$ cat config.mk
export PLATFORM = sky130hd
export DESIGN_NAME = ohp_fifo
export DESIGN_NICKNAME = d
export VERILOG_FILES = /design/src/rtl/ohp_fifo_pkg.sv /design/src/rtl/ohp_ring.sv /design/src/rtl/ohp_move_tracker.sv /design/src/rtl/ohp_bank.sv /design/src/rtl/ohp_fifo.sv
export SDC_FILE = /design/constraint.sdc
export NUM_CORES = 1
export LEC_CHECK = 0
export BUFFER_PORTS_ARGS = -buffer_cell sky130_fd_sc_hd__clkbuf_2
export CAP_MARGIN = 20
export CORE_UTILIZATION = 40
export DETAILED_ROUTE_END_ITERATION = 8
export GPL_ROUTABILITY_DRIVEN = 0
export GPL_TIMING_DRIVEN = 0
export SLEW_MARGIN = 15
export SYNTH_ARGS = -nofsm -noshare
export SYNTH_HDL_FRONTEND = slang
export SYNTH_SLANG_ARGS = --single-unit
$ cat constraint.sdc
create_clock -name clk -period 5.13 [get_ports clk]
set_input_delay 0.7695 -clock clk [delete_from_list [all_inputs] [get_ports clk]]
set_output_delay 0.7695 -clock clk [all_outputs]
set_load 0.02 [all_outputs]
$ cat src/rtl/ohp_fifo_pkg.sv
package ohp_fifo_pkg;

    // Direction of the most recent pointer movement; breaks the tie when
    // the two rings are equal.
    typedef enum logic {
        MOVE_READ  = 1'b0,
        MOVE_WRITE = 1'b1
    } last_move_e;

endpackage

$ cat src/rtl/ohp_ring.sv
module ohp_ring #(
    parameter int N = 8
) (
    input  logic         clk,
    input  logic         rst_n,
    input  logic         adv,
    output logic [N-1:0] ptr
);

    always_ff @(posedge clk or negedge rst_n) begin
        if (!rst_n) begin
            ptr <= N'(1);
        end else if (adv) begin
            ptr <= {ptr[N-2:0], ptr[N-1]};
        end
    end

    AST_RING_ONEHOT: assert property (@(posedge clk) disable iff (!rst_n)
        $onehot(ptr));

endmodule

$ cat src/rtl/ohp_move_tracker.sv
module ohp_move_tracker
    import ohp_fifo_pkg::*;
(
    input  logic       clk,
    input  logic       rst_n,
    input  logic       push,
    input  logic       pop,
    output last_move_e last
);

    last_move_e state_q, state_d;

    always_ff @(posedge clk or negedge rst_n) begin
        if (!rst_n) begin
            state_q <= MOVE_READ;
        end else begin
            state_q <= state_d;
        end
    end

    always_comb begin
        state_d = state_q;
        unique case (state_q)
            MOVE_READ: begin
                if (push && !pop) begin
                    state_d = MOVE_WRITE;
                end
            end
            MOVE_WRITE: begin
                if (pop && !push) begin
                    state_d = MOVE_READ;
                end
            end
            default: state_d = MOVE_READ;
        endcase
    end

    assign last = state_q;

endmodule

$ cat src/rtl/ohp_bank.sv
module ohp_bank #(
    parameter int DEPTH = 8,
    parameter int WIDTH = 8
) (
    input  logic             clk,
    input  logic             wr_go,
    input  logic [DEPTH-1:0] wr_sel,
    input  logic [WIDTH-1:0] wr_word,
    input  logic [DEPTH-1:0] rd_sel,
    output logic [WIDTH-1:0] rd_word
);

    logic [WIDTH-1:0] rows [DEPTH];

    for (genvar g = 0; g < DEPTH; g++) begin : g_row
        always_ff @(posedge clk) begin
            if (wr_go && wr_sel[g]) begin
                rows[g] <= wr_word;
            end
        end
    end

    always_comb begin
        rd_word = '0;
        for (int i = 0; i < DEPTH; i++) begin
            rd_word = rd_word | (rows[i] & {WIDTH{rd_sel[i]}});
        end
    end

endmodule

$ cat src/rtl/ohp_fifo.sv
module ohp_fifo
    import ohp_fifo_pkg::*;
#(
    parameter int DEPTH   = 8,
    parameter int WIDTH   = 8,
    parameter int FWD_LAT = 3
) (
    input  logic             clk,
    input  logic             rst_n,
    input  logic             wr_en,
    input  logic [WIDTH-1:0] wr_data,
    output logic             full,
    input  logic             rd_en,
    output logic [WIDTH-1:0] rd_data,
    output logic             empty
);

    localparam int PIPE_LEN = (FWD_LAT < 1) ? 1 : FWD_LAT;

    logic [DEPTH-1:0]    wr_ptr, rd_ptr, vis_ptr;
    logic [PIPE_LEN-1:0] wr_pipe;
    logic                wr_acc, rd_acc, vis_push;
    last_move_e          wr_last, vis_last;

    assign rd_acc   = rd_en && !empty;
    assign wr_acc   = wr_en && (!full || rd_acc);
    assign vis_push = wr_pipe[PIPE_LEN-1];

    if (PIPE_LEN == 1) begin : g_pipe1
        always_ff @(posedge clk or negedge rst_n) begin
            if (!rst_n) wr_pipe <= '0;
            else        wr_pipe <= wr_acc;
        end
    end else begin : g_pipen
        always_ff @(posedge clk or negedge rst_n) begin
            if (!rst_n) wr_pipe <= '0;
            else        wr_pipe <= {wr_pipe[PIPE_LEN-2:0], wr_acc};
        end
    end

    ohp_ring #(.N(DEPTH)) u_wr_ring (
        .clk(clk), .rst_n(rst_n), .adv(wr_acc), .ptr(wr_ptr));

    ohp_ring #(.N(DEPTH)) u_rd_ring (
        .clk(clk), .rst_n(rst_n), .adv(rd_acc), .ptr(rd_ptr));

    ohp_ring #(.N(DEPTH)) u_vis_ring (
        .clk(clk), .rst_n(rst_n), .adv(vis_push), .ptr(vis_ptr));

    ohp_move_tracker u_wr_track (
        .clk(clk), .rst_n(rst_n), .push(wr_acc), .pop(rd_acc), .last(wr_last));

    ohp_move_tracker u_vis_track (
        .clk(clk), .rst_n(rst_n), .push(vis_push), .pop(rd_acc), .last(vis_last));

    ohp_bank #(.DEPTH(DEPTH), .WIDTH(WIDTH)) u_bank (
        .clk(clk), .wr_go(wr_acc), .wr_sel(wr_ptr), .wr_word(wr_data),
        .rd_sel(rd_ptr), .rd_word(rd_data));

    always_comb begin
        full  = (wr_ptr == rd_ptr) && (wr_last == MOVE_WRITE);
        empty = (vis_ptr == rd_ptr) && (vis_last == MOVE_READ);
    end

    AST_NO_OVERFLOW: assert property (@(posedge clk) disable iff (!rst_n)
        (full && !(rd_en && !empty)) |=> $stable(wr_ptr));
    AST_NO_UNDERFLOW: assert property (@(posedge clk) disable iff (!rst_n)
        empty |=> $stable(rd_ptr));
    AST_WRITE_SHOWS: assert property (@(posedge clk) disable iff (!rst_n)
        (wr_en && (!full || (rd_en && !empty))) |-> ##4 !empty);
    AST_NO_EARLY_DATA: assert property (@(posedge clk) disable iff (!rst_n)
        $fell(empty) |-> $past(wr_en && (!full || (rd_en && !empty)), 4));

endmodule

==> impl_metrics.ini <==
[status]
status = complete, no violations

[worst_setup_path]
regToRegSetupSlack_ns = 2.70
critPathMaxFanout = 10
cp.arrival_ns = 1.98
crit_end = rd_data[0]
crit_type = reg2out
start_kind = flip-flop
worstSetupEndpointType = output port
r2r-start = u_rd_ring.ptr[0]
required_ns = 4.36
r2r_cells = 6
crit_start = u_rd_ring.ptr[0]
reg2reg_to = u_bank.rows[0][23]

[timing]
period_minus_slack_ns = 2.75
rsz0062_at_grt = false
hold_slack_ns = 0.356
fin_crit_sh = 0.537
fin_ws_ns = 2.38
setup_tns_ns = 0
tightest_slew_ns = 0.712
finalMaxSlewViolations = 0
fmax_mhz = 363
setup_violations = 0
fin_skew_ns = 0.0148
hold_viol = 0
slew_headroom = 0.525

[detailed_routing]
drc_errors = 0
num_vias = 1838
totalWireLength_mm = 7.02
firstDrtPassIters = 4
viasPerCell = 5.22
ant_nets = 0
wl_per_cell_um = 19.9
drt_iter0_drc = 103

[floorplanning]
die-area_mm2 = 0.00929
rows = 34
die_h_um = 96.4
dieWidth_um = 96.4
io_pins = 22
initial_utilization = 0.411
core_area_mm2 = 0.00868

[clock_network]
hold_buffers = 0
cts_resized = 0
clock_latency_ns = 0.37
numCtsBuffers = 9
cts-root-buf = clkbuf_8
cts_max_level = 3
cts_setup_buffers = 0
cts_sinks = 93
tritoncts = done
clockBufferDepth = 2
path_clk_slew_ns = 0.10

[hold_path]
hold_path_class = reg2reg

[finish]
nNetsFinal = 251
n_antenna_cell = 0
fill_cells = 778
layout.cells.most_common = edfxtp_1
area_growth_syn_to_layout_pct = 12.3
final_cell_mix = edfxtp_1, a22oi_1, dfrtp_1, mux2_2, clkbuf_2
final_util = 0.461
drive_above_1_share = 0.283

[placement]
dp_hpwl_mm = 4.22
io_buffers = 21
place_ws_ns = 2.63

[global_routing]
grt_util_all_layers = 0.170
gr-total-overflow = 0
antenna_found_initial = 0
grt_max_degree = 30
grt_pass1_vias = 1816
grt_pass1_wl_mm = 10.7

[synth]
ys_warn_count = 0
syn_nets = 219
ys_seq_area_frac = 0.744
netlist_area_mm2 = 0.00356
synthCells = 207
synth_seq_cells = 93
avgSynthCellArea_um2 = 17.2
yosys.cell_types.count = 24

[power_and_ir_drop]
leakage_nw = 1.52
ir_drop_mv = 0.160
power_density_mw_per_mm2 = 342

[flow_run]
max_cap_violations = 0
-- sequential cells by signal, summed over array words and instances (netlist names) --
register / count
u_wr_ring.ptr: 8
u_wr_track.last: 1
u_rd_ring.ptr: 8
u_vis_ring.ptr: 8
u_bank.rows: 64
u_vis_track.last: 1
wr_pipe: 3
-- metal layers --
| layer | track usage | vias to the layer above | wire (µm) |
|---|---|---|---|
| li1 | - | 868 | - |
| met1 | 0.228 | 909 | 3080 |
| met2 | 0.255 | 54 | 3440 |
| met3 | 0.0336 | 7 | 410 |
| met4 | 0.102 | 0 | 85 |
| met5 | 0 | - | 0 |
-- kinds of logic after synthesis --
| kind of cell | synth area share |
|---|---|
| AOI/OAI and AO/OA | 0.0769 |
| xor gates and xnor gates | 0.0393 |
| adders and majority gates | 0.00281 |
| buffers and inverters | 0.0151 |
| DFF | 0.744 |
| muxes | 0.0769 |
| and+or+nand+nor | 0.0453 |
-- cells in the mapped netlist --
library cell	n	area share
a21boi_4	1	0.0053
a22oi_1	32	0.067
a41o_1	1	0.0028
and2_1	8	0.014
and4_1	1	0.0025
buf_2	1	0.0014
buf_6	1	0.0032
clkbuf_1	9	0.0095
dfrtp_1	26	0.18
dfstp_2	3	0.022
edfxtp_1	64	0.54
inv_1	1	0.0011
maj3_1	1	0.0028
mux2_2	23	0.073
mux2_4	1	0.0042
nand2_1	3	0.0032
nand3_1	1	0.0014
nand4_1	9	0.016
nor2_1	2	0.0021
nor3_2	1	0.0028
nor4_2	1	0.0035
o21ai_0	1	0.0014
xnor2_1	9	0.022
xor2_1	7	0.017
-- layout make-up --
class | instances | area [µm²] | share of cell area
Tap cell | 108 | 135 | 0.0338
Inverter | 1 | 3.75 | 0.000938
Sequential cell | 93 | 2650 | 0.662
Clock buffer | 9 | 124 | 0.0309
Buffer | 11 | 50.0 | 0.0125
Multi-Input combinational cell | 102 | 860 | 0.215
Clock inverter | 7 | 75.1 | 0.0188
Timing Repair Buffer | 21 | 105 | 0.0263
-- through the flow --
stage | total power [mW] | cells | cell area, µm²
floorplan | 0.878 | 207 | 3560
global placement | 0.903 | 336 | 3800
detailed placement | 0.905 | 336 | 3800
CTS | 1.38 | 352 | 4000
global route | 1.42 | 352 | 4000
finish | 1.37 | 352 | 4000
-- worst min path at each step --
stage	slack [ns]	cells after the start	startpoint	to
global placement	0.33	0	wr_pipe[0]	wr_pipe[1]
CTS	0.36	0	wr_pipe[1]	wr_pipe[2]
detailed placement	0.33	0	wr_pipe[1]	wr_pipe[2]
finish	0.36	0	wr_pipe[1]	wr_pipe[2]
floorplan	0.33	0	wr_pipe[0]	wr_pipe[1]
global route	0.37	0	wr_pipe[1]	wr_pipe[2]
-- power breakdown --
part,switching [mW],internal (mW),leakage (nW)
clock,0.288,0.193,0.0985
combinational,0.0447,0.0280,0.454
sequential,0.00324,0.811,0.963
-- critical path, stage by stage (launching register included) --
cell	delay [ns]
dfstp_2	0.57
clkbuf_1	0.52
a22oi_1	0.20
nand4_1	0.15
clkbuf_2	0.18
No activity file was read; power rests on OpenSTA's default activity.
